## config.mk

```make
export PLATFORM = sky130hd
export DESIGN_NAME = rxdma_filter
export DESIGN_NICKNAME = d
export VERILOG_FILES = /design/src/rtl/rxdma_pkg.sv /design/src/rtl/rxdma_manch.sv /design/src/rtl/rxdma_fifo.sv /design/src/rtl/rxdma_filter.sv
export SDC_FILE = /design/constraint.sdc
export NUM_CORES = 1
export LEC_CHECK = 0
export ABC_AREA = 1
export ABC_CLOCK_PERIOD_IN_PS = 7100
export BUFFER_PORTS_ARGS = -buffer_cell sky130_fd_sc_hd__buf_4
export CAP_MARGIN = 20
export CORE_ASPECT_RATIO = 0.7
export CORE_UTILIZATION = 62
export DETAILED_ROUTE_END_ITERATION = 7
export PLACE_DENSITY = 0.89
export RECOVER_POWER = 100
export SLEW_MARGIN = 20
export SYNTH_ARGS = -nofsm -noshare
export SYNTH_HDL_FRONTEND = slang
export SYNTH_SLANG_ARGS = --single-unit
```

## constraint.sdc

```tcl
create_clock -name clk -period 7.1 [get_ports clk]
set_clock_uncertainty 0.15 [all_clocks]
set_input_delay 0.71 -clock clk [delete_from_list [all_inputs] [get_ports clk]]
set_output_delay 0.71 -clock clk [all_outputs]
set_load 0.05 [all_outputs]
```

## src/rtl/rxdma_pkg.sv

```systemverilog
package rxdma_pkg;
    typedef enum logic [2:0] {
        ST_IDLE, ST_HUNT, ST_SYNC, ST_ADDR, ST_RECV, ST_SKIP, ST_DRAIN
    } rx_state_e;

    localparam logic [15:0] CRC_POLY = 16'h1021;
    localparam logic [15:0] CRC_INIT = 16'hFFFF;

    function automatic logic [15:0] crc_step(input logic [15:0] c, input logic b);
        return {c[14:0], 1'b0} ^ ((c[15] ^ b) ? CRC_POLY : 16'h0000);
    endfunction
endpackage

```

## src/rtl/rxdma_manch.sv

```systemverilog
module rxdma_manch (
    input  logic clk,
    input  logic rst_n,
    input  logic line_smp,
    input  logic line_stb,
    input  logic line_carrier,
    output logic pkt_start,
    output logic pkt_end,
    output logic bit_vld,
    output logic bit_val,
    output logic code_viol
);
    typedef struct packed {
        logic car;
        logic phase;
        logic first;
    } dec_t;

    dec_t dec_d, dec_q;
    logic phase_now;

    always_comb begin
        dec_d     = dec_q;
        pkt_start = line_carrier & ~dec_q.car;
        pkt_end   = ~line_carrier & dec_q.car;
        phase_now = pkt_start ? 1'b0 : dec_q.phase;
        bit_vld   = 1'b0;
        bit_val   = dec_q.first;
        code_viol = 1'b0;
        dec_d.car = line_carrier;
        if (pkt_start) dec_d.phase = 1'b0;
        if (line_carrier && line_stb) begin
            if (!phase_now) begin
                dec_d.first = line_smp;
                dec_d.phase = 1'b1;
            end else begin
                dec_d.phase = 1'b0;
                if (line_smp != dec_q.first) bit_vld = 1'b1;
                else code_viol = 1'b1;
            end
        end
    end

    always_ff @(posedge clk or negedge rst_n) begin
        if (!rst_n) dec_q <= '0;
        else        dec_q <= dec_d;
    end
endmodule

```

## src/rtl/rxdma_fifo.sv

```systemverilog
module rxdma_fifo #(
    parameter int unsigned WIDTH = 16,
    parameter int unsigned DEPTH = 4
) (
    input  logic             clk,
    input  logic             rst_n,
    input  logic             push,
    input  logic [WIDTH-1:0] push_data,
    input  logic             pop,
    output logic [WIDTH-1:0] head,
    output logic             empty,
    output logic             full
);
    localparam int unsigned PW   = (DEPTH > 1) ? $clog2(DEPTH) : 1;
    localparam int unsigned CNTW = $clog2(DEPTH + 1);

    logic [WIDTH-1:0] mem_q [DEPTH];
    logic [PW-1:0]    wr_d, wr_q, rd_d, rd_q;
    logic [CNTW-1:0]  cnt_d, cnt_q;
    logic             do_push, do_pop;

    assign empty = (cnt_q == '0);
    assign full  = (cnt_q == CNTW'(DEPTH));
    assign head  = mem_q[rd_q];

    always_comb begin
        do_push = push && !full;
        do_pop  = pop && !empty;
        wr_d    = wr_q;
        rd_d    = rd_q;
        cnt_d   = cnt_q;
        if (do_push) wr_d = (wr_q == PW'(DEPTH - 1)) ? '0 : wr_q + 1'b1;
        if (do_pop)  rd_d = (rd_q == PW'(DEPTH - 1)) ? '0 : rd_q + 1'b1;
        if (do_push && !do_pop) cnt_d = cnt_q + 1'b1;
        else if (do_pop && !do_push) cnt_d = cnt_q - 1'b1;
    end

    always_ff @(posedge clk or negedge rst_n) begin
        if (!rst_n) begin
            wr_q  <= '0;
            rd_q  <= '0;
            cnt_q <= '0;
        end else begin
            wr_q  <= wr_d;
            rd_q  <= rd_d;
            cnt_q <= cnt_d;
        end
    end

    always_ff @(posedge clk) begin
        if (do_push) mem_q[wr_q] <= push_data;
    end
endmodule

```

## src/rtl/rxdma_filter.sv

```systemverilog
module rxdma_filter
    import rxdma_pkg::*;
#(
    parameter int unsigned ADDR_W     = 16,
    parameter int unsigned CNT_W      = 10,
    parameter int unsigned FIFO_DEPTH = 4
) (
    input  logic              clk,
    input  logic              rst_n,
    input  logic              cfg_wr,
    input  logic [1:0]        cfg_sel,
    input  logic [15:0]       cfg_wdata,
    input  logic [7:0]        station_addr,
    input  logic              line_smp,
    input  logic              line_stb,
    input  logic              line_carrier,
    output logic              dma_req,
    output logic [ADDR_W-1:0] dma_addr,
    output logic [15:0]       dma_data,
    input  logic              dma_ack,
    output logic [15:0]       count_rd,
    output logic [ADDR_W-1:0] addr_rd,
    output logic [15:0]       csr_rd,
    output logic              irq
);
    localparam int unsigned PAD_W = 16 - CNT_W;

    typedef struct packed {
        rx_state_e         st;
        logic              en;
        logic              prom;
        logic              ie;
        logic              done;
        logic              err;
        logic              flaw;
        logic              ovf;
        logic              hold_vld;
        logic [CNT_W-1:0]  wc;
        logic [ADDR_W-1:0] addr;
        logic [14:0]       sh;
        logic [3:0]        bitcnt;
        logic [15:0]       crc;
        logic [15:0]       hold;
    } rx_regs_t;

    rx_regs_t state_d, state_q;

    logic pkt_start, pkt_end, bit_vld, bit_val, code_viol;
    logic fifo_empty, fifo_full, push, pop;
    logic [7:0]  byte_now;
    logic [15:0] word_now;

    rxdma_manch u_manch (
        .clk          (clk),
        .rst_n        (rst_n),
        .line_smp     (line_smp),
        .line_stb     (line_stb),
        .line_carrier (line_carrier),
        .pkt_start    (pkt_start),
        .pkt_end      (pkt_end),
        .bit_vld      (bit_vld),
        .bit_val      (bit_val),
        .code_viol    (code_viol)
    );

    rxdma_fifo #(.WIDTH(16), .DEPTH(FIFO_DEPTH)) u_fifo (
        .clk       (clk),
        .rst_n     (rst_n),
        .push      (push),
        .push_data (state_q.hold),
        .pop       (pop),
        .head      (dma_data),
        .empty     (fifo_empty),
        .full      (fifo_full)
    );

    assign dma_req  = !fifo_empty;
    assign dma_addr = state_q.addr;
    assign pop      = dma_req && dma_ack;
    assign byte_now = {state_q.sh[6:0], bit_val};
    assign word_now = {state_q.sh, bit_val};

    always_comb begin
        state_d = state_q;
        push    = 1'b0;
        if (pop) state_d.addr = state_q.addr + 1'b1;
        if (bit_vld) begin
            state_d.sh     = word_now[14:0];
            state_d.crc    = crc_step(state_q.crc, bit_val);
            state_d.bitcnt = state_q.bitcnt + 4'd1;
        end
        unique case (state_q.st)
            ST_HUNT: if (pkt_start) state_d.st = ST_SYNC;
            ST_SYNC: begin
                if (bit_vld) begin
                    state_d.st       = ST_ADDR;
                    state_d.bitcnt   = '0;
                    state_d.crc      = CRC_INIT;
                    state_d.flaw     = 1'b0;
                    state_d.ovf      = 1'b0;
                    state_d.hold_vld = 1'b0;
                end else if (pkt_end) begin
                    state_d.st = ST_HUNT;
                end
            end
            ST_ADDR: begin
                if (code_viol) state_d.flaw = 1'b1;
                if (bit_vld) begin
                    if (state_q.bitcnt == 4'd7)
                        state_d.st = (state_q.prom || byte_now == station_addr) ? ST_RECV : ST_SKIP;
                end else if (pkt_end) begin
                    state_d.st = ST_HUNT;
                end
            end
            ST_RECV: begin
                if (code_viol) state_d.flaw = 1'b1;
                if (bit_vld) begin
                    if (state_q.bitcnt == 4'd15 && !state_q.ovf) begin
                        if (state_q.wc == '0) begin
                            state_d.ovf  = 1'b1;
                            state_d.flaw = 1'b1;
                            if (state_q.hold_vld) begin
                                push             = 1'b1;
                                state_d.hold_vld = 1'b0;
                            end
                        end else begin
                            state_d.wc       = state_q.wc + 1'b1;
                            push             = state_q.hold_vld;
                            state_d.hold     = word_now;
                            state_d.hold_vld = 1'b1;
                        end
                    end
                end else if (pkt_end) begin
                    state_d.st = ST_DRAIN;
                    if (state_q.crc != 16'h0000 || state_q.bitcnt != 4'd0) state_d.flaw = 1'b1;
                end
            end
            ST_SKIP: if (pkt_end) state_d.st = ST_HUNT;
            ST_DRAIN: begin
                if (fifo_empty) begin
                    state_d.st   = ST_IDLE;
                    state_d.done = 1'b1;
                    state_d.en   = 1'b0;
                    state_d.err  = state_q.flaw;
                end
            end
            default: ;
        endcase
        if (push && fifo_full) state_d.flaw = 1'b1;
        if (cfg_wr) begin
            unique case (cfg_sel)
                2'd0: state_d.wc   = cfg_wdata[CNT_W-1:0];
                2'd1: state_d.addr = ADDR_W'(cfg_wdata);
                2'd2: begin
                    state_d.en   = cfg_wdata[0];
                    state_d.prom = cfg_wdata[1];
                    state_d.ie   = cfg_wdata[6];
                    state_d.done = 1'b0;
                    state_d.err  = 1'b0;
                    state_d.st   = cfg_wdata[0] ? ST_HUNT : ST_IDLE;
                end
                default: ;
            endcase
        end
    end

    always_ff @(posedge clk or negedge rst_n) begin
        if (!rst_n) state_q <= '0;
        else        state_q <= state_d;
    end

    assign count_rd = {{PAD_W{1'b0}}, state_q.wc};
    assign addr_rd  = state_q.addr;
    assign csr_rd   = {state_q.err, 7'b0, state_q.done, state_q.ie, 4'b0, state_q.prom, state_q.en};
    assign irq      = state_q.done && state_q.ie;
endmodule

```

==> results.txt <==
The routability congestion estimate came out at 0.921. The xor and xnor fraction of the mapped netlist area is ~1.5%. Yosys mapped the design onto 42 distinct sky130hd cell types. Sorting the synthesized cells by area gives the leading types as sky130_fd_sc_hd__dfrtp_1 (30%), sky130_fd_sc_hd__edfxtp_1 (24%), sky130_fd_sc_hd__nand2_1 (7.6%), sky130_fd_sc_hd__o21ai_0 (6.1%), sky130_fd_sc_hd__buf_4 (6.1%).

The post-layout worst setup margin came out at ~2.4 ns. In this run the tightest slew margin relative to its limit is -35.1%. The first-pass GRT wire length is about 29,000 um. For this run, design rule violations remaining after detail routing come to 16.

The complex-gate fraction of the synthesized area came out at between 10 and 15%. In this run the worst hold path is classified as input pin to flop. For this design, the CTS-stage hold fixing added 0 buffers. The worst stage delay on the critical path came out at about 1.5 ns.

The number of buffers inserted by post-CTS setup repair is 0. STA classifies the critical path endpoint as a flop. The tightest hold margin came out at 0.322 ns. The number of iterations in the first detailed-routing pass came out at 8.

The number of buffers and inverters on the critical path came out at 2. The aggregate global-route resource usage is a little over a quarter. The count of flip-flops with a built-in enable after synthesis is between 60 and 70. The width of the die is 138 um.

The simple logic cell fraction of the synthesized area came out at ~17%. The mapped cell area is slightly above 0.008 mm2. For the worst setup path, the data required time is approximately 7.0 ns. Dividing total power by cell area gives a power density of ~410 mW/mm2. The cell family contributing the most delay on the critical path is simple AND/OR/NAND/NOR gates. Clock tree synthesis selected as its root buffer the cell sky130_fd_sc_hd__clkbuf_16. The average cell area after synthesis is roughly 9.0 um2. The final global-route overflow total came out at 0. On the critical path, the stage with the largest delay is an instance of sky130_fd_sc_hd__clkbuf_1. The final reports fail on design-rule violations, max-capacitance violations, max-slew violations. Timing analysis after detailed placement gives a worst setup slack of around 3.6 ns. The final critical delay including setup and external delays is 4.66 ns. The post-detailed-route count of antenna-violating nets came out at 0. The source-to-sink clock delay at the later pin of the worst-skew pair came out at between 0.4 and 0.5 ns. The pin count of the biggest net entering global routing came out at 65. The iteration-0 DRC count of the detailed router is 723. The proportion of synthesized flip-flops having asynchronous set or reset is between 60% and 70%. Among all flip-flop cells after synthesis, the most frequent one is sky130_fd_sc_hd__dfrtp_1. The worst hold path terminates at u_manch.dec_q[2]. After synthesis, the share of cell area in mux cells is less than 1%. The detail-routed net length per standard cell is 15.6 um. Counting instances, the worst hold path has a depth of 1.

The total CTS buffers is 17. The sequential element share of the synthesized area is a little over half. The capture point of the worst reg-to-reg path is u_fifo.mem_q[0][14]. Of all nets on the critical path, the largest fanout is 60.

The pin slew with the least headroom to its limit came out at 2.03 ns. The total routed wirelength came out at 17,400 um. In this run the count of I/O pins placed on the die edge is approximately 120.

The area fraction of the dominant cell type after synthesis is a little under a third. The count of endpoints failing hold in the final timing report is 0. The count of maximum capacitance violations came out at 2. Walking the worst path, the cells encountered are clkbuf_1 -> nand4_1 -> nor2_4 -> clkbuf_1 -> nand2_1 -> nor2_1 -> nand2_1 -> nor2_1.

The upper clock frequency limit is 0.215 GHz. The worst register-to-register path begins at u_manch.bit_val. The number of antenna repair diodes is 0. Leaving out fill and tap cells, the most frequent cell in the layout is sky130_fd_sc_hd__nand2_1. The count of H-tree levels built during CTS is 4.

The total of warnings raised by yosys came out at 0. The clock-pin slew on the worst setup and hold paths came out at about 0.070 ns. The number of antenna violations at the first check in global routing came out at 0. Leaving out fill and tap cells, the most frequent cells in the layout are sky130_fd_sc_hd__nand2_1 (168), sky130_fd_sc_hd__o21ai_0 (116), sky130_fd_sc_hd__inv_1 (104), sky130_fd_sc_hd__dfrtp_1 (98), sky130_fd_sc_hd__nor2_1 (84). The run finished, with violations left. The number of gates resized after cts is 0. The worst endpoint data arrival time came out at 4.55 ns.

The final setup violation count came out at 0. The count of buffers from port buffering came out at a little under 100. Summing over every cut layer, the via total after detailed routing is roughly 6,200. The total area inside the core boundary comes to roughly 0.013 mm2. The worst setup path is launched from an input pin. The total half-perimeter wirelength after legalization and detailed placement came out at 11,500 um. The area overhead of the layout relative to synthesis is 8.95%.

The via count of the first global-routing pass is roughly 5,700. Measured in cells, the most critical reg-to-reg path has a length of 7. CTS saw between 150 and 200 sinks.

TritonCTS built the clock tree. The detail-routed via count per cell is 5.55. The number of instances in the synthesized netlist is ~900. The number of standard-cell rows in the floorplan is 34. The floorplan step set the die height to 97.3 um. The leakage power figure came out at just under 4 nW. The initial utilization of the core area, before any placement, comes to 64.2%. The share of the cycle needed by the critical path after routing came out at about two thirds. The synthesized design spends more area on one cell type than any other, namely sky130_fd_sc_hd__dfrtp_1. The largest buffer count on any clock path is 2.

The main combinational cell family by area after synthesis is simple AND/OR/NAND/NOR gates. Cells with a size suffix above 1 make up under 10% of the layout. The area share of fa/ha/maj cells after synthesis came out at roughly 2.3%. The total number of nets in the final design came out at between 900 and 1,000. The worst voltage drop across the vdd grid came out at between 0.2 and 0.25 mV.

Setup repair after global routing left no endpoint under its margin. The count of state elements after synthesis is approximately 160. The setup TNS came out at 0 ns.

The path type of the worst setup path is input pin to flop. In this run the most critical hold path is launched from line_carrier. The worst register-to-register path has a setup slack of ~2.5 ns.

The floorplan die area came out at ~0.013 mm2. The number of max-slew violations in the final report came out at 97.
==> cell families after synthesis <==
group,after synthesis
mux,1
flops,162
simple gates,325
fa+ha+maj,14
compound gates,175
xor+xnor,14
buf+inv,201
other cells,1
==> worst max-delay path by stage <==
stage,from,endpoint,slack [ns],cells past startpoint
2_1_floorplan,line_stb,u_fifo.cnt_q[2],4.46,12
3_3_place_gp,line_smp,u_fifo.mem_q[0][7],3.74,8
3_5_place_dp,line_carrier,u_fifo.mem_q[0][10],3.61,8
4_1_cts,u_manch.bit_val,u_fifo.mem_q[0][5],3.93,7
5_1_grt,line_carrier,count_rd[2],1.94,11
6_report,line_carrier,u_fifo.mem_q[0][14],2.44,8
==> state kept, by name, summed over array words and instances (netlist names), named ones only <==
name,cells
u_fifo.wr_q,2
u_fifo.rd_q,2
addr_rd,16
u_fifo.cnt_q,3
u_manch.bit_val,1
state_q,46
count_rd,10
u_fifo.mem_q,64
u_manch.dec_q,2
csr_rd,5
byte_now,7
==> worst register-to-register path, delay by kind of cell, from the launching register on <==
family | cells | cell delay (ns)
flops | 1 | 0.45
xor+xnor | 1 | 0.19
buf+inv | 1 | 1.45
simple gates | 5 | 1.94
==> Yosys cell counts, types with 2 or more instances <==
| cell type | instances |
|---|---|
| sky130_fd_sc_hd__or2_2 | 3 |
| sky130_fd_sc_hd__a211oi_1 | 2 |
| sky130_fd_sc_hd__xnor2_1 | 8 |
| sky130_fd_sc_hd__nor3_2 | 4 |
| sky130_fd_sc_hd__o211ai_1 | 3 |
| sky130_fd_sc_hd__nor2_4 | 2 |
| sky130_fd_sc_hd__o21ai_1 | 23 |
| sky130_fd_sc_hd__a21oi_1 | 22 |
| sky130_fd_sc_hd__buf_4 | 65 |
| sky130_fd_sc_hd__nor4_1 | 3 |
| sky130_fd_sc_hd__nand2_4 | 2 |
| sky130_fd_sc_hd__ha_1 | 13 |
| sky130_fd_sc_hd__nand2_2 | 2 |
| sky130_fd_sc_hd__inv_2 | 6 |
| sky130_fd_sc_hd__buf_2 | 7 |
| sky130_fd_sc_hd__inv_1 | 101 |
| sky130_fd_sc_hd__nand2_1 | 164 |
| sky130_fd_sc_hd__a31oi_1 | 7 |
| sky130_fd_sc_hd__xor2_1 | 6 |
| sky130_fd_sc_hd__clkbuf_1 | 16 |
| sky130_fd_sc_hd__nand3_1 | 33 |
| sky130_fd_sc_hd__nand4_1 | 14 |
| sky130_fd_sc_hd__o22ai_1 | 17 |
| sky130_fd_sc_hd__dfrtp_1 | 98 |
| sky130_fd_sc_hd__nor2_1 | 83 |
| sky130_fd_sc_hd__nor3_1 | 11 |
| sky130_fd_sc_hd__clkinv_1 | 2 |
| sky130_fd_sc_hd__buf_6 | 2 |
| sky130_fd_sc_hd__edfxtp_1 | 64 |
| sky130_fd_sc_hd__o21ai_0 | 98 |
==> layout make-up <==
class                      count  area (um2)
clock buffer                  17         425
tap                          162         203
clock inverter                15         188
multi-input combinational    546        2670
inverter                     110         414
fill                        1012        3780
timing repair buffer         103         503
sequential                   162        4370
==> report_power, final <==
| group | switching (mW) | total [mW] | leakage [nW] | internal, mW |
|---|---|---|---|---|
| clock | 0.430 | 0.939 | 0.294 | 0.509 |
| combinational | 1.01 | 1.30 | 1.85 | 0.288 |
| sequential | 0.184 | 1.33 | 1.72 | 1.15 |
==> routing by layer <==
metal / share of wire (%) / GRT usage [%] / wire length [um]
met1: 47 / 40.3 / 8140
met2: 44 / 40.2 / 7630
met3: 8.1 / 6.60 / 1400
met4: 1.2 / 7.43 / 203
met5: 0 / 0 / 0
==> metrics by stage <==
stage / power, mW / area, um2 / instances / util (%)
2_1_floorplan: 2.48 / 8110 / 909 / -
5_1_grt: 3.76 / 8770 / 1115 / 69.9
4_1_cts: 3.71 / 9090 / 1115 / 72.4
3_3_place_gp: 2.72 / 8480 / 1083 / 67.6
6_report: 3.57 / 8770 / 1115 / 69.9
3_5_place_dp: 2.76 / 8480 / 1083 / 67.6
No activity file was read; power rests on OpenSTA's default activity.
